## config.mk

```make
export PLATFORM = sky130hd
export DESIGN_NAME = lcd_pwr_seq
export DESIGN_NICKNAME = d
export VERILOG_FILES = /design/src/rtl/lcd_seq_pkg.sv /design/src/rtl/lcd_seq_timer.sv /design/src/rtl/lcd_seq_rom.sv /design/src/rtl/lcd_pwr_seq.sv
export SDC_FILE = /design/constraint.sdc
export NUM_CORES = 1
export LEC_CHECK = 0
export ABC_CLOCK_PERIOD_IN_PS = 10520
export CELL_PAD_IN_SITES_DETAIL_PLACEMENT = 1
export CELL_PAD_IN_SITES_GLOBAL_PLACEMENT = 1
export CORE_ASPECT_RATIO = 1.2
export CORE_MARGIN = 2
export CORE_UTILIZATION = 35
export CTS_CLUSTER_SIZE = 30
export DETAILED_ROUTE_END_ITERATION = 12
export DONT_BUFFER_PORTS = 1
export GPL_TIMING_DRIVEN = 0
export PLACE_DENSITY_LB_ADDON = 0.1
export SLEW_MARGIN = 20
export SYNTH_ARGS = -nofsm -noshare
export SYNTH_HDL_FRONTEND = slang
export SYNTH_HIERARCHICAL = 1
export SYNTH_SLANG_ARGS = --single-unit
```

## constraint.sdc

```tcl
create_clock -name clk -period 10.52 [get_ports clk]
set_clock_uncertainty 0.2 [all_clocks]
set_input_delay 1.052 -clock clk [delete_from_list [all_inputs] [get_ports clk]]
set_output_delay 1.052 -clock clk [all_outputs]
set_load 0.05 [all_outputs]
```

## src/rtl/lcd_seq_pkg.sv

```systemverilog
package lcd_seq_pkg;
   typedef enum logic [1:0] {K_WR, K_WAIT, K_DAC, K_END} step_kind_t;

   localparam int STEP_W     = 6;
   localparam int COLD_START = 0;
   localparam int WARM_START = 20;
   localparam int DOWN_START = 23;

   localparam logic [2:0] A_RES  = 3'd0;
   localparam logic [2:0] A_PHS  = 3'd1;
   localparam logic [2:0] A_PWR0 = 3'd3;
   localparam logic [2:0] A_PWR1 = 3'd4;
   localparam logic [2:0] A_CTL  = 3'd6;
   localparam logic [2:0] A_POL  = 3'd7;

   localparam logic [7:0] P1_VW   = 8'h01;
   localparam logic [7:0] P1_GATE = 8'h02;
   localparam logic [7:0] P1_VDD  = 8'h04;

   localparam logic [7:0] P0_CLK  = 8'h01;
   localparam logic [7:0] P0_DAT  = 8'h02;
   localparam logic [7:0] P0_DAC  = 8'h04;
   localparam logic [7:0] P0_COM  = 8'h08;
   localparam logic [7:0] P0_VCC5 = 8'h10;

   localparam logic [7:0] C_INIT  = 8'h01;
   localparam logic [7:0] C_IOFF  = 8'h02;
   localparam logic [7:0] C_PDWN  = 8'h04;
   localparam logic [7:0] C_COMX  = 8'h08;
   localparam logic [7:0] C_DACX  = 8'h10;
endpackage

```

## src/rtl/lcd_seq_timer.sv

```systemverilog
module lcd_seq_timer #(
   parameter int US_PER_MS = 1000,
   parameter int MAX_MS    = 34
) (
   input  logic       clk,
   input  logic       rst_n,
   input  logic       load,
   input  logic [5:0] ms,
   input  logic       us_tick,
   output logic       expired
);
   localparam int CNT_W = $clog2(MAX_MS * US_PER_MS + 1);

   logic [CNT_W-1:0] cnt;

   always_ff @(posedge clk) begin
      if (!rst_n)
         cnt <= '0;
      else if (load)
         cnt <= CNT_W'(int'(ms) * US_PER_MS);
      else if (us_tick && cnt != '0)
         cnt <= cnt - 1'b1;
   end

   assign expired = (cnt == '0);

   AST_TMR_HOLD: assert property (@(posedge clk) disable iff (!rst_n)
      (cnt != '0 && !us_tick && !load) |=> (cnt == $past(cnt)));
   AST_TMR_LOAD: assert property (@(posedge clk) disable iff (!rst_n)
      (load && ms != '0) |=> !expired);
endmodule

```

## src/rtl/lcd_seq_rom.sv

```systemverilog
module lcd_seq_rom
   import lcd_seq_pkg::*;
#(
   parameter int T_VDD_MS    = 3,
   parameter int T_GATE_MS   = 2,
   parameter int T_SETTLE_MS = 1,
   parameter int T_DRAIN_MS  = 34
) (
   input  logic [STEP_W-1:0] step,
   input  logic [7:0]        phase_code,
   input  logic [7:0]        res_code,
   input  logic [7:0]        comv_code,
   output step_kind_t        kind,
   output logic [2:0]        addr,
   output logic [7:0]        data,
   output logic [5:0]        wait_ms,
   output logic [7:0]        dac_base,
   output logic [7:0]        dac_code
);
   always_comb begin
      kind     = K_WR;
      addr     = A_CTL;
      data     = 8'h00;
      wait_ms  = 6'd0;
      dac_base = 8'h00;
      dac_code = 8'h00;
      case (int'(step))
         // cold power-up
         0:  begin addr = A_CTL;  data = C_INIT | C_IOFF | C_PDWN | C_COMX | C_DACX; end
         1:  begin addr = A_PWR0; data = P0_CLK | P0_DAT; end
         2:  begin addr = A_PWR1; data = 8'h00; end
         3:  begin addr = A_PWR1; data = P1_VDD; end
         4:  begin kind = K_WAIT; wait_ms = 6'(T_VDD_MS); end
         5:  begin addr = A_PWR0; data = P0_CLK | P0_DAT | P0_DAC; end
         6:  begin addr = A_CTL;  data = C_INIT | C_COMX; end
         7:  begin kind = K_DAC;  dac_base = P0_DAC; dac_code = comv_code; end
         8:  begin addr = A_PWR0; data = P0_CLK | P0_DAT | P0_DAC | P0_VCC5; end
         9:  begin addr = A_PWR1; data = P1_GATE | P1_VDD; end
         10: begin kind = K_WAIT; wait_ms = 6'(T_GATE_MS); end
         11: begin addr = A_CTL;  data = C_INIT; end
         12: begin addr = A_PWR0; data = P0_CLK | P0_DAT | P0_DAC | P0_COM | P0_VCC5; end
         13: begin addr = A_PWR1; data = P1_VW | P1_GATE | P1_VDD; end
         14: begin addr = A_CTL;  data = 8'h00; end
         15: begin addr = A_PHS;  data = phase_code; end
         16: begin addr = A_POL;  data = 8'h00; end
         17: begin kind = K_WAIT; wait_ms = 6'(T_SETTLE_MS); end
         18: begin addr = A_RES;  data = res_code; end
         19: begin kind = K_END;  data = 8'h01; end
         // warm re-init
         20: begin addr = A_PHS;  data = phase_code; end
         21: begin addr = A_RES;  data = res_code; end
         22: begin kind = K_END;  data = 8'h01; end
         // power-down
         23: begin kind = K_WAIT; wait_ms = 6'(T_DRAIN_MS); end
         24: begin addr = A_PWR1; data = P1_GATE | P1_VDD; end
         25: begin addr = A_CTL;  data = C_COMX; end
         26: begin addr = A_PWR0; data = P0_DAC | P0_VCC5; end
         27: begin kind = K_DAC;  dac_base = P0_DAC | P0_VCC5; dac_code = 8'h00; end
         28: begin addr = A_PWR1; data = P1_VDD; end
         29: begin addr = A_PWR0; data = P0_DAC; end
         30: begin addr = A_CTL;  data = C_IOFF | C_PDWN | C_COMX | C_DACX; end
         31: begin addr = A_PWR0; data = 8'h00; end
         32: begin addr = A_PWR1; data = 8'h00; end
         default: begin kind = K_END; data = 8'h00; end
      endcase
   end
endmodule

```

## src/rtl/lcd_pwr_seq.sv

```systemverilog
module lcd_pwr_seq
   import lcd_seq_pkg::*;
#(
   parameter int US_PER_MS   = 1000,
   parameter int T_VDD_MS    = 3,
   parameter int T_GATE_MS   = 2,
   parameter int T_SETTLE_MS = 1,
   parameter int T_DRAIN_MS  = 34,
   parameter int QVGA_PHASE  = 9,
   parameter int DEF_COMV    = 125
) (
   input  logic       clk,
   input  logic       rst_n,
   input  logic       up_req,
   input  logic       down_req,
   input  logic       res_qvga,
   input  logic [3:0] phase_val,
   input  logic       phase_vld,
   input  logic [7:0] comv_val,
   input  logic       comv_vld,
   input  logic       us_tick,
   output logic       wr_valid,
   output logic [2:0] wr_addr,
   output logic [7:0] wr_data,
   input  logic       wr_ready,
   output logic       dac_start,
   output logic [7:0] dac_base,
   output logic [7:0] dac_code,
   input  logic       dac_done,
   output logic       busy,
   output logic       panel_on
);
   localparam int MAX_MS = (T_DRAIN_MS > T_VDD_MS) ? T_DRAIN_MS : T_VDD_MS;

   if (US_PER_MS < 1) begin : g_bad_tick
      $error("US_PER_MS must be at least 1");
   end
   if (MAX_MS > 63 || T_GATE_MS > 63 || T_SETTLE_MS > 63) begin : g_bad_ms
      $error("delays are limited to 63 ms");
   end
   if (QVGA_PHASE > 15 || DEF_COMV > 255) begin : g_bad_val
      $error("QVGA_PHASE or DEF_COMV out of range");
   end

   typedef enum logic [2:0] {S_IDLE, S_RUN, S_WR, S_WAIT, S_DGO, S_DWAIT} state_t;

   state_t            state;
   logic [STEP_W-1:0] step;
   logic              up_pend, dn_pend;
   logic [7:0]        phase_l, res_l, comv_l;
   step_kind_t        kind;
   logic [5:0]        wait_ms;
   logic              tmr_load, tmr_exp;
   logic              take_dn, take_up;

   lcd_seq_rom #(
      .T_VDD_MS(T_VDD_MS), .T_GATE_MS(T_GATE_MS),
      .T_SETTLE_MS(T_SETTLE_MS), .T_DRAIN_MS(T_DRAIN_MS)
   ) u_rom (
      .step(step), .phase_code(phase_l), .res_code(res_l), .comv_code(comv_l),
      .kind(kind), .addr(wr_addr), .data(wr_data), .wait_ms(wait_ms),
      .dac_base(dac_base), .dac_code(dac_code)
   );

   lcd_seq_timer #(.US_PER_MS(US_PER_MS), .MAX_MS(MAX_MS)) u_tmr (
      .clk(clk), .rst_n(rst_n), .load(tmr_load), .ms(wait_ms),
      .us_tick(us_tick), .expired(tmr_exp)
   );

   assign take_dn  = (state == S_IDLE) && (dn_pend || down_req);
   assign take_up  = (state == S_IDLE) && !take_dn && (up_pend || up_req);
   assign tmr_load = (state == S_RUN) && (kind == K_WAIT);
   assign wr_valid = (state == S_WR);
   assign dac_start = (state == S_DGO);
   assign busy     = (state != S_IDLE);

   always_ff @(posedge clk) begin
      if (!rst_n) begin
         state    <= S_IDLE;
         step     <= '0;
         up_pend  <= 1'b0;
         dn_pend  <= 1'b0;
         panel_on <= 1'b0;
         phase_l  <= 8'h00;
         res_l    <= 8'h00;
         comv_l   <= 8'h00;
      end else begin
         dn_pend <= take_dn ? 1'b0 : (dn_pend | down_req);
         up_pend <= take_up ? 1'b0 : (up_pend | up_req);
         case (state)
            S_IDLE: begin
               if (take_dn) begin
                  step  <= STEP_W'(DOWN_START);
                  state <= S_RUN;
               end else if (take_up) begin
                  step    <= panel_on ? STEP_W'(WARM_START) : STEP_W'(COLD_START);
                  res_l   <= {7'd0, res_qvga};
                  phase_l <= res_qvga  ? 8'(QVGA_PHASE * 2 + 1)
                           : phase_vld ? {3'd0, phase_val, 1'b1} : 8'h01;
                  comv_l  <= comv_vld ? comv_val : 8'(DEF_COMV);
                  state   <= S_RUN;
               end
            end
            S_RUN: begin
               case (kind)
                  K_WR:   state <= S_WR;
                  K_WAIT: state <= S_WAIT;
                  K_DAC:  state <= S_DGO;
                  default: begin
                     panel_on <= wr_data[0];
                     state    <= S_IDLE;
                  end
               endcase
            end
            S_WR: if (wr_ready) begin
               step  <= step + 1'b1;
               state <= S_RUN;
            end
            S_WAIT: if (tmr_exp) begin
               step  <= step + 1'b1;
               state <= S_RUN;
            end
            S_DGO: state <= S_DWAIT;
            S_DWAIT: if (dac_done) begin
               step  <= step + 1'b1;
               state <= S_RUN;
            end
            default: state <= S_IDLE;
         endcase
      end
   end

   AST_WR_HOLD: assert property (@(posedge clk) disable iff (!rst_n)
      (wr_valid && !wr_ready) |=> (wr_valid && $stable(wr_addr) && $stable(wr_data)));
   AST_IDLE_QUIET: assert property (@(posedge clk) disable iff (!rst_n)
      !busy |-> (!wr_valid && !dac_start));
   AST_DAC_PULSE: assert property (@(posedge clk) disable iff (!rst_n)
      dac_start |=> !dac_start);
   AST_VW_LAST: assert property (@(posedge clk) disable iff (!rst_n)
      (wr_valid && wr_addr == A_PWR1 && wr_data[0]) |-> (wr_data[2:1] == 2'b11));
   AST_DN_FIRST: assert property (@(posedge clk) disable iff (!rst_n)
      (!busy && (dn_pend || down_req)) |=> (busy && !panel_on == !$past(panel_on)));
endmodule

```

; Word level (Yosys, flattened, before mapping)
; Index checks and enable logic that the tools add are counted.
[word_totals]
ff_bits = 45
input_bits = 22
out_inout_bits = 31
[classes]
add_sub_neg = 2
multipliers = 1
n_eq_ne = 43
mux = 25
bitwise_logic = 5
reduce_logical = 36
[ops]
columns = op, n
row1 = one-hot mux 8 bit (13 select lines), 1
row2 = == test 6 x 5 -> 1 bit (second input constant), 16
row3 = == test 6 x 4 -> 1 bit (second input constant), 8
row4 = one-hot mux 6 bit (4 select lines), 2
row5 = two-way mux 16 bit, 2
row6 = two-way mux 6 bit, 5
row7 = OR reduction 25 bit, 1
row8 = == test 6 x 3 -> 1 bit (second input constant), 4
row9 = one-hot mux 3 bit (6 select lines), 1
row10 = OR reduction 2 bit, 9
row11 = logical NOT 16 bit, 1
row12 = two-way mux 8 bit, 2
row13 = nonzero test 16 bit, 1
row14 = subtractor 16 x 1 -> 16 bit (second input constant), 1
row15 = two-way mux 3 bit, 5
row16 = two-way mux 5 bit, 3
row17 = one-hot mux 3 bit (5 select lines), 1
row18 = OR reduction 7 bit, 2
row19 = multiplier 6 x 7 -> 13 bit (second input constant), 1
row20 = == test 6 x 2 -> 1 bit (second input constant), 2
row21 = one-hot mux 5 bit (2 select lines), 1
row22 = one-hot mux 3 bit (3 select lines), 1
row23 = OR reduction 3 bit, 3
row24 = adder 6 x 1 -> 6 bit (second input constant), 1
row25 = other kinds (27), 38

; Logic depth before layout (Yosys ltp)
; Gate-level depths: netlist of run 1.
[depth]
ltp_word = 8
mapped_depth = 19
ltp_nobuf = 16

; Hierarchy
; The synthesis of run 1 kept the hierarchy.
[modules_own_cells]
columns = mod, instances, cells_per_inst, area_each_um2, seq_area_each_um2
row1 = lcd_seq_timer, 1, 210, 1855.5, 320.3
row2 = lcd_pwr_seq, 1, 151, 1298.7, 520.5
row3 = lcd_seq_rom, 1, 134, 834.6, 0.0

; Worst setup path after synthesis of run 1
; No wires, ideal clock.
[synth_path]
kind = reg-to-reg
startpoint = register step[2]
endpoint = register u_tmr.cnt[15]
setup_time_ns = 0.136
arrival_time_ns = 4.195
t_required_ns = 10.184
path_slack_ns = 5.989
stages_incl_launch_ff = 17
period_less_slack_ns = 4.531
cell_sequence = dfxtp_1 > buf_2 > buf_2 > and3_1 > a21oi_1 > nor4_1 > fa_1 > ha_1 > inv_1 > fa_1 > inv_1 > fa_1 > a21oi_1 > o21ai_0 > a31oi_1 > xnor2_1 > a211oi_2
[synth_via]
word_cells_on_any_way = 41
[synth_rtl]
columns = element, line_no
row1 = start: declaration, lcd_pwr_seq.sv:48  ; logic [STEP_W-1:0] step;
row2 = start signal: assignment, lcd_pwr_seq.sv:93  ; step <= STEP_W'(DOWN_START);
row3 = start signal: assignment, lcd_pwr_seq.sv:96  ; step <= panel_on ? STEP_W'(WARM_START) : STEP_W'(COLD_START);
row4 = start signal: assignment, lcd_pwr_seq.sv:116  ; step <= step + 1'b1;
row5 = "== test 6 x 5 -> 1 bit, or another cell as far along", lcd_seq_rom.sv:27  ; case (int'(step))
row6 = one-hot mux 6 bit (4 select lines) *, lcd_seq_rom.sv:27
row7 = named net wait_ms[0], lcd_pwr_seq.sv:52  ; logic [5:0] wait_ms;
row8 = multiplier 6 x 7 -> 13 bit *, lcd_seq_timer.sv:20  ; cnt <= CNT_W'(int'(ms) * US_PER_MS);
row9 = two-way mux 16 bit *, lcd_seq_timer.sv:19  ; else if (load)
row10 = end signal: assignment, lcd_seq_timer.sv:20
row11 = end signal: assignment, lcd_seq_timer.sv:22  ; cnt <= cnt - 1'b1;
row12 = end: declaration, lcd_seq_timer.sv:14  ; logic [CNT_W-1:0] cnt;
; The timed path passes the listed nets; every way through them passes the cells marked *.
; A chain may end at the register's enable or synchronous reset.

; Final worst setup path of run 1
[layout_path]
startpoint = register step[1]
endpoint = register u_tmr.cnt[15]
; The elaborated chain is that of the path after synthesis.

==> run_results.csv, run 1 <==
group,metric,value,unit
die,coreArea,0.0111,mm²
power,power,1.04,mW
worst_setup_path,reg2reg_slack,5090,ps
drt,drt-initial-drc-count,51,
drt,wire_per_inst,15.7,µm
sta,fmax,0.184,GHz
drt,drt-total-wl,10700,µm
worst_setup_path,crit_type,"register to register",
power,vdd.ir_drop.worst,0.000125,V
placed_design,dpl.hpwl,8640,µm
sta,setup_violations,0,
run,cap_violations,0,
worst_setup_path,critical_path_depth,18,
clocking,cts_sinks,42,
yosys,ys.flop_type,"dfxtp_1",
worst_setup_path,crit_path_max_incr_delay,550,ps
yosys,syn_avg_cell_area,8.06,µm²
clocking,ctsHtreeMaxLevel,2,
drt,avgViaCountPerCell,5.35,
sta,fin_crit_sh,0.516,
sta,rsz0062_at_grt,"false",
yosys,yosysSeqAreaShare,0.211,
cells_and_area,drive_above_1_share,0.116,
worst_setup_path,crit_buf_inv,5,
die,die_x,101,µm
placed_design,gp_congestion,0.866,
cells_and_area,final_cell_mix,"inv_1 (50), dfxtp_1 (42), nor2_1 (32), a21oi_1 (29), nand2_1 (28)",
worst_setup_path,crit_path_start_kind,"register",
yosys,netlist_instances,495,
clocking,post-cts-setup-buffers,0,
worst_setup_path,cp-end-kind,"register",
clocking,cts_buffers,5,
worst_setup_path,r2r-start,"step[1]",
drt,drcViolationCount,0,
cells_and_area,layout_commonest_cell,"inv_1",
die,fp.dieH,121,µm
drt,via_count,3625,
sta,hold_viol,0,
clocking,cts_tree,"yes",
sta,tns,0,ps
yosys,synthesis.area,0.00399,mm²
worst_setup_path,required,10470,ps
grt,grt_pass1_wl,17800,µm
die,dieArea,0.0123,mm²
yosys,synth_edf_count,0,
worst_hold_path,min_from,"comv_l[7]",
die,io-pin-count,53,
clocking,clk_path_buf_depth,2,
cells_and_area,area_growth,11.4,%
grt,grt_start_max_net_pins,15,
drt,first_pass_iters,4,
grt,grt.overflow.total,0,
worst_setup_path,reg2reg_depth,18,
clocking,path_clk_slew,60,ps
worst_setup_path,cp_max_fo,10,
worst_setup_path,cp_slowest_cell,"fa_1",
power,p_leak,1.82,nW
yosys,ys_types,77,
yosys,synth_warnings,6,
outcome,status,"complete, no violations",
sta,drv_slew,0,
sta,maxSlewHeadroom,0.320,
placed_design,placed_area,0.00429,mm²
worst_setup_path,cp_top_family,"adder cells",
die,initial_core_util,0.360,
grt,track_usage,0.180,
worst_setup_path,cp_cell_sequence,"buf_2 > buf_2 > buf_1 > nand3b_1 > o21ai_0 > nand3_1 > a21oi_1 > fa_1 > ha_1 > inv_1 > fa_1 > inv_1 > fa_1 > a21oi_1 > o21ai_0 > a31oi_1 > xnor2_1 > a211oi_2",
yosys,synth-seq-cells,42,
clocking,cts_hold_buf,0,
cells_and_area,antennaDiodeCount,0,
sta,worst_pin_slew,1020,ps
worst_hold_path,hold_path_depth,2,
worst_hold_path,hold_end,"comv_l[7]",
worst_hold_path,hold_class,"register to register",
worst_setup_path,arrival,5380,ps
yosys,synthArstFlopShare,0,
die,rows,42,
grt,grt_pass1_vias,3648,
clocking,root_buffer,"clkbuf_16",
placed_design,portBuffers,0,
clocking,clk_latency,290,ps
drt,drtAntennaViolNets,0,
grt,antenna_found_initial,0,
worst_setup_path,cpMostUsedCell,"fa_1",
cells_and_area,fin_nets,584,
cells_and_area,fin_area,0.00444,mm²
clocking,cts-resized-gates,0,
power,powerDensity,233,mW/mm²
sta,fin_crit,5430,ps
worst_setup_path,worst_r2r_endpoint,"u_tmr/cnt[15]",
[routing by layer]
layer | GRT usage | vias to the layer above | part of all wire
met5 | 0 | - | 0
met4 | 0.0397 | 0 | 0.011
met3 | 0.0288 | 12 | 0.031
met2 | 0.329 | 51 | 0.53
met1 | 0.219 | 1753 | 0.43
li1 | - | 1809 | -
[how the worst max path moves through the flow]
stage               startpoint             to  slack, ps
detailed placement     step[0]  u_tmr/cnt[15]       5070
finish                 step[1]  u_tmr/cnt[15]       5090
global route           step[1]  u_tmr/cnt[15]       4640
floorplan              step[2]  u_tmr/cnt[15]       5990
global placement       step[3]  u_tmr/cnt[15]       5120
CTS                    step[0]  u_tmr/cnt[15]       5040
[worst min-delay path, cell delays in order, from the launching register on]
cell and delay, ps:
dfxtp_1 310, nand2_1 50, a21oi_1 50
[Yosys cell counts (all sizes together) (4+ instances only)]
library cell  number  area [µm²]
nor4              11        90.1
and3               5        31.3
nand4              4        25.0
and2              11        68.8
nor3              15        91.3
and4b              5        53.8
buf               27         165
mux2i              5        50.1
or3                7        43.8
clkbuf            10        37.5
nor2b              8        50.1
a311oi             6        52.6
or2                5        31.3
nand3             12        60.1
ha                27         338
a31oi              6        37.5
dfxtp             42         841
xor2               5        43.8
a21o               5        37.5
nor2              33         140
o21ai             21         105
o211ai             4        30.0
a21oi             29         145
o32ai              4        65.1
inv               51         191
a211oi            13         113
nand2             28         105
o22ai              4        25.0
nand2b             9        56.3
a22o               4        35.0
fa                12         240
xnor2             11        96.3
nand4b             5        43.8
nor3b              5        37.5
[registers in the layout, indices dropped and copies added, names as in the netlist]
name       cells
comv_l         8
step           6
panel_on       1
up_pend        1
phase_l        5
res_l          1
u_tmr/cnt     16
state          3
dn_pend        1
[where the power goes]
| group | internal (mW) | switching [mW] |
|---|---|---|
| Sequential | 0.195 | 0.0400 |
| Combinational | 0.241 | 0.405 |
| Clock | 0.0879 | 0.0661 |
[area by class of cell]
cell class	instances	area (µm²)
Sequential cell	42	841
Fill cell	1365	6650
Clock inverter	3	21.3
Clock buffer	5	125
Timing Repair Buffer	4	33.8
Multi-Input combinational cell	382	2830
Buffer	37	203
Tap cell	154	193
Inverter	51	191
[cell families (layout without fill, tap and decap cells)]
logic type	Yosys count	in the layout	share of synthesized area
compound gates	127	127	0.233
xor+xnor	16	16	0.0351
fa+ha+maj	39	39	0.145
buf+inv	88	100	0.0988
flops	42	42	0.211
mux	7	7	0.0191
other cells	2	19	0.00188
simple gates	174	174	0.256
[stage by stage]
stage | hold WS (ps) | setup slack (ps) | utilization | cells
floorplan | 227 | 5990 | - | 512
global placement | 236 | 5120 | 0.383 | 666
detailed placement | 244 | 5070 | 0.387 | 670
CTS | 253 | 5040 | 0.400 | 678
global route | 264 | 4640 | 0.401 | 678
finish | 247 | 5090 | 0.401 | 678
No activity file was read; power rests on OpenSTA's default activity.
==> run 2, diff against run 1 <==
--- a/config.mk
+++ b/config.mk
@@ -5,7 +5,7 @@
 export SDC_FILE = /design/constraint.sdc
 export NUM_CORES = 1
 export LEC_CHECK = 0
-export ABC_CLOCK_PERIOD_IN_PS = 10520
+export ABC_CLOCK_PERIOD_IN_PS = 5700
 export CELL_PAD_IN_SITES_DETAIL_PLACEMENT = 1
 export CELL_PAD_IN_SITES_GLOBAL_PLACEMENT = 1
 export CORE_ASPECT_RATIO = 1.2
==> constraint.sdc (replaced) <==
create_clock -name clk -period 5.7 [get_ports clk]
set_clock_uncertainty 0.2 [all_clocks]
set_input_delay 0.57 -clock clk [delete_from_list [all_inputs] [get_ports clk]]
set_output_delay 0.57 -clock clk [all_outputs]
set_load 0.05 [all_outputs]
==> run_results.csv, run 2 (synthesis gave the netlist of run 1 again) <==
group,metric,value,unit
power,p_switching,0.943,mW
die,rows,42,
grt,grt.overflow.total,0,
worst_setup_path,cp_top_family,"adder cells",
cells_and_area,fillers,1367,
clocking,cts_tree,"yes",
worst_setup_path,cp-end-kind,"register",
cells_and_area,stdcell_count,678,
cells_and_area,area_growth,11.6,%
drt,drt-total-wl,10700,µm
sta,rsz0062_at_grt,"false",
clocking,cts-resized-gates,0,
drt,wire_per_inst,15.7,µm
grt,grt_pass1_vias,3648,
cells_and_area,ff_latch_area,841,µm²
sta,fin_crit_sh,0.922,
grt,grt_pass1_wl,17800,µm
cells_and_area,antennaDiodeCount,0,
clocking,clk_latency,290,ps
drt,via_count,3643,
grt,track_usage,0.180,
sta,setup_violations,0,
drt,drtAntennaViolNets,0,
cells_and_area,fin_area,0.00445,mm²
drt,drcViolationCount,0,
sta,drv_slew,0,
cells_and_area,fin_nets,584,
cells_and_area,final_cell_mix,"inv_1 (50), dfxtp_1 (42), nor2_1 (32), nand2_1 (28), a21oi_1 (28)",
power,vdd.ir_drop.worst,0.000230,V
power,p_leak,1.82,nW
worst_setup_path,cp_cell_sequence,"buf_2 > buf_2 > buf_1 > nand3b_1 > o21ai_0 > nand3_1 > a21oi_2 > fa_1 > ha_1 > inv_1 > fa_1 > inv_1 > fa_1 > a21oi_1 > o21ai_0 > a31oi_1 > xnor2_1 > a211oi_2",
sta,whs,228,ps
clocking,cts_hold_buf,0,
die,die_x,101,µm
power,p_int,0.968,mW
cells_and_area,multiInputGateArea,0.00284,mm²
die,fp.dieH,121,µm
sta,setup_ws,446,ps
drt,first_pass_iters,5,
worst_setup_path,crit_path_max_incr_delay,520,ps
clocking,path_clk_slew,60,ps
clocking,ctsHtreeMaxLevel,2,
cells_and_area,top_register,"u_tmr/cnt",
sta,tns,0,ps
worst_setup_path,crit_type,"register to register",
drt,avgViaCountPerCell,5.37,
grt,grt_start_max_net_pins,15,
power,p_clk_frac,0.149,
cells_and_area,layout_commonest_cell,"inv_1",
power,pwr-share-comb,0.624,
cells_and_area,top_regs,"u_tmr/cnt: 16 flops, comv_l: 8 flops, step: 6 flops",
sta,hold_viol,0,
drt,drt-initial-drc-count,46,
cells_and_area,drive_above_1_share,0.120,
worst_setup_path,cp_max_fo,10,
die,dieArea,0.0123,mm²
clocking,cts_sinks,42,
die,io-pin-count,53,
power,p_sw_frac,0.494,
placed_design,place_inst,670,
cells_and_area,largest_reg_flops,16,
placed_design,pre_cts_slack,250,ps
power,power,1.91,mW
placed_design,dpl.hpwl,8640,µm
outcome,status,"complete, no violations",
clocking,cts_buffers,5,
clocking,root_buffer,"clkbuf_16",
worst_setup_path,cp_slowest_cell,"fa_1",
die,coreArea,0.0111,mm²
placed_design,gp_congestion,0.866,
worst_setup_path,critical_path_depth,18,
worst_setup_path,crit_path_start_kind,"register",
sta,worst_pin_slew,1020,ps
cells_and_area,final_util,0.401,
sta,maxSlewHeadroom,0.320,
clocking,clk_path_buf_depth,2,
die,initial_core_util,0.360,
clocking,post-cts-setup-buffers,0,
sta,fmax,0.190,GHz
worst_setup_path,cpMostUsedCell,"fa_1",
placed_design,placed_area,0.00429,mm²
worst_setup_path,crit_buf_inv,5,
worst_hold_path,hold_class,"input port to register",
power,seqPwrFrac,0.227,
worst_setup_path,required,5650,ps
sta,fin_crit,5250,ps
worst_setup_path,arrival,5200,ps
worst_hold_path,hold_path_depth,2,
worst_setup_path,reg2reg_depth,18,
grt,antenna_found_initial,0,
run,cap_violations,0,
worst_setup_path,reg2reg_slack,450,ps
placed_design,portBuffers,0,
power,powerDensity,429,mW/mm²
-- run 2: cell counts in the layout (fill, tap and decap cells not counted) --
No cell type changed its count.
-- run 2: layout make-up --
| cell class | count | area share |
|---|---|---|
| clock buffers | 5 | 0.0281 |
| well taps | 154 | 0.0433 |
| plain buffers | 37 | 0.0455 |
| inverters | 51 | 0.0430 |
| clock inverters | 3 | 0.00478 |
| multi-input cells | 382 | 0.639 |
| repair buffers | 4 | 0.00759 |
| flip-flops and latches | 42 | 0.189 |
-- run 2: worst paths after layout --
kind | start | end
max | step[1] | u_tmr/cnt[15]
min | res_qvga | res_l[0]
max reg2reg | step[1] | u_tmr/cnt[15]
min reg2reg | comv_l[7] | comv_l[7]
-- run 2: worst reg2reg max path: stages, from the launching register on --
cell and delay, ps:
dfxtp_1 420, buf_2 240, buf_2 240, buf_1 430, nand3b_1 130, o21ai_0 100
nand3_1 150, a21oi_2 330, fa_1 520, ha_1 310, inv_1 50, fa_1 490
inv_1 70, fa_1 450, a21oi_1 320, o21ai_0 170, a31oi_1 230, xnor2_1 170
a211oi_2 100
-- run 2: per-layer routing --
layer,global-route usage,vias to the layer above,wire [µm]
met5,0,-,0
met4,0.0397,0,118
met3,0.0288,12,359
met2,0.329,63,5650
met1,0.219,1756,4540
li1,-,1812,-
-- run 2: power groups by stage --
stage	Sequential (mW)	Combinational (mW)	Clock (mW)
floorplan	0.422	0.945	0
finish	0.434	1.19	0.284
global placement	0.439	1.15	0
detailed placement	0.441	1.20	0
CTS	0.435	1.20	0.295
global route	0.446	1.33	0.309
==> run 3, diff against run 2 <==
--- a/config.mk
+++ b/config.mk
@@ -5,7 +5,7 @@
 export SDC_FILE = /design/constraint.sdc
 export NUM_CORES = 1
 export LEC_CHECK = 0
-export ABC_CLOCK_PERIOD_IN_PS = 5700
+export ABC_CLOCK_PERIOD_IN_PS = 4400
 export CELL_PAD_IN_SITES_DETAIL_PLACEMENT = 1
 export CELL_PAD_IN_SITES_GLOBAL_PLACEMENT = 1
 export CORE_ASPECT_RATIO = 1.2
==> constraint.sdc (replaced) <==
create_clock -name clk -period 4.4 [get_ports clk]
set_clock_uncertainty 0.2 [all_clocks]
set_input_delay 0.44 -clock clk [delete_from_list [all_inputs] [get_ports clk]]
set_output_delay 0.44 -clock clk [all_outputs]
set_load 0.05 [all_outputs]
==> run_results.csv, run 3 (synthesis gave the netlist of run 1 again) <==
group,metric,value,unit
clocking,clk_latency,290,ps
cells_and_area,antennaDiodeCount,0,
worst_hold_path,hold_end,"res_l[0]",
outcome,status,"complete, no violations",
clocking,cts_hold_buf,0,
drt,drtAntennaViolNets,0,
clocking,cts_tree,"yes",
cells_and_area,area_growth,19.1,%
worst_setup_path,crit_type,"register to register",
drt,avgViaCountPerCell,5.31,
die,fp.dieH,121,µm
power,p_leak,1.94,nW
worst_setup_path,crit_path_start_kind,"register",
sta,setup_violations,0,
drt,wire_per_inst,15.8,µm
worst_setup_path,cp-end-kind,"register",
sta,hold_viol,0,
sta,fin_crit,4290,ps
grt,grt_pass1_wl,18100,µm
die,dieArea,0.0123,mm²
placed_design,dpl.hpwl,8550,µm
worst_setup_path,r2r-start,"step[2]",
sta,maxSlewHeadroom,0.320,
placed_design,pre_cts_slack,-760,ps
die,initial_core_util,0.360,
die,die_x,101,µm
die,coreArea,0.0111,mm²
worst_setup_path,reg2reg_slack,110,ps
worst_setup_path,cp_max_fo,10,
worst_hold_path,min_from,"res_qvga",
cells_and_area,largest_reg_flops,16,
cells_and_area,fin_area,0.00475,mm²
drt,drcViolationCount,0,
sta,fmax,0.233,GHz
run,cap_violations,0,
sta,worst_pin_slew,1020,ps
placed_design,place_inst,670,
clocking,cts_sinks,42,
cells_and_area,layout_commonest_cell,"inv_1",
grt,track_usage,0.182,
drt,drt-total-wl,11000,µm
power,powerDensity,562,mW/mm²
die,rows,42,
cells_and_area,top_register,"u_tmr/cnt",
clocking,ctsHtreeMaxLevel,2,
cells_and_area,final_util,0.429,
worst_setup_path,required,4370,ps
worst_setup_path,reg2reg_depth,17,
worst_setup_path,critical_path.startpoint,"step[2]",
power,vdd.ir_drop.worst,0.000323,V
clocking,root_buffer,"clkbuf_16",
grt,antenna_found_initial,0,
clocking,cts_buffers,5,
cells_and_area,fin_nets,597,
cells_and_area,stdcell_count,691,
worst_hold_path,hold_class,"input port to register",
grt,grt_start_max_net_pins,19,
worst_hold_path,hold_path_depth,2,
drt,via_count,3670,
placed_design,placed_area,0.00431,mm²
grt,grt_pass1_vias,3679,
sta,setup_ws,111,ps
worst_setup_path,worst_r2r_endpoint,"u_tmr/cnt[14]",
grt,grt.overflow.total,0,
clocking,clk_path_buf_depth,2,
worst_setup_path,arrival,4250,ps
sta,drv_slew,0,
cells_and_area,top_regs,"u_tmr/cnt: 16 flops, comv_l: 8 flops, step: 6 flops",
cells_and_area,drive_above_1_share,0.184,
die,io-pin-count,53,
sta,fin_crit_sh,0.975,
drt,first_pass_iters,4,
placed_design,gp_congestion,0.856,
placed_design,portBuffers,0,
drt,drt-initial-drc-count,78,
sta,whs,99.7,ps
clocking,path_clk_slew,60,ps
cells_and_area,fillers,1366,
cells_and_area,final_cell_mix,"inv_1 (49), dfxtp_1 (37), nor2_1 (32), buf_4 (28), nand2_1 (28)",
run 3: cell count changes in the layout (fill, tap and decap cells not counted), sizes merged:
cell / delta
buf: +16
bufinv: +1
clkbuf: -2
clkinv: -2
run 3: area by class of cell:
| class | count | area (µm²) | share of cell area |
|---|---|---|---|
| multi-input cells | 382 | 2940 | 0.618 |
| flip-flops and latches | 42 | 857 | 0.180 |
| plain buffers | 33 | 245 | 0.0516 |
| well taps | 154 | 193 | 0.0405 |
| inverters | 51 | 191 | 0.0403 |
| repair buffers | 21 | 161 | 0.0340 |
| clock buffers | 6 | 129 | 0.0271 |
| clock inverters | 2 | 37.5 | 0.00790 |
run 3: how the worst max path moves through the flow:
stage	endpoint	slack, ps	depth (start not counted)
finish	u_tmr/cnt[14]	110	17
global route	u_tmr/cnt[11]	-30	18
CTS	u_tmr/cnt[13]	2	15
detailed placement	u_tmr/cnt[15]	-760	15
global placement	u_tmr/cnt[15]	-690	17
floorplan	u_tmr/cnt[15]	40	17
run 3: power breakdown:
group	internal [mW]	switching [mW]	total [mW]
Sequential	0.471	0.103	0.574
Combinational	0.664	1.01	1.67
Clock	0.268	0.155	0.423
run 3: layer usage:
metal,track usage,routed length [µm],vias up
met2,0.341,5840,50
met3,0.0253,307,10
met4,0.0363,112,0
met1,0.219,4700,1775
met5,0,0,-
li1,-,-,1835
run 3: critical path: stages, from the launching register on:
cell      delay, ps
dfxtp_4         390
buf_6           150
buf_6           150
nand3b_1        110
o21ai_0          80
nand3_1         170
a21oi_4          90
fa_1            610
inv_1            80
fa_1            480
fa_1            490
inv_1            70
ha_4            180
a211oi_2        200
o21bai_1        140
o211ai_1        220
xor2_1          260
o22ai_1         100
run 3: what timing repair did:
item	in CTS	in global routing
setup endpoints to repair	8	5
gates resized for setup	30	22
pin swaps	8	16
setup buffers	6	11
run 3: metrics by stage:
| stage | setup TNS, ps | power [mW] |
|---|---|---|
| after floorplan | 0 | 1.77 |
| final | 0 | 2.67 |
| after global routing | -62.9 | 2.91 |
| after global placement | -2520 | 2.06 |
| after detailed placement | -3300 | 2.12 |
| after CTS | 0 | 2.63 |
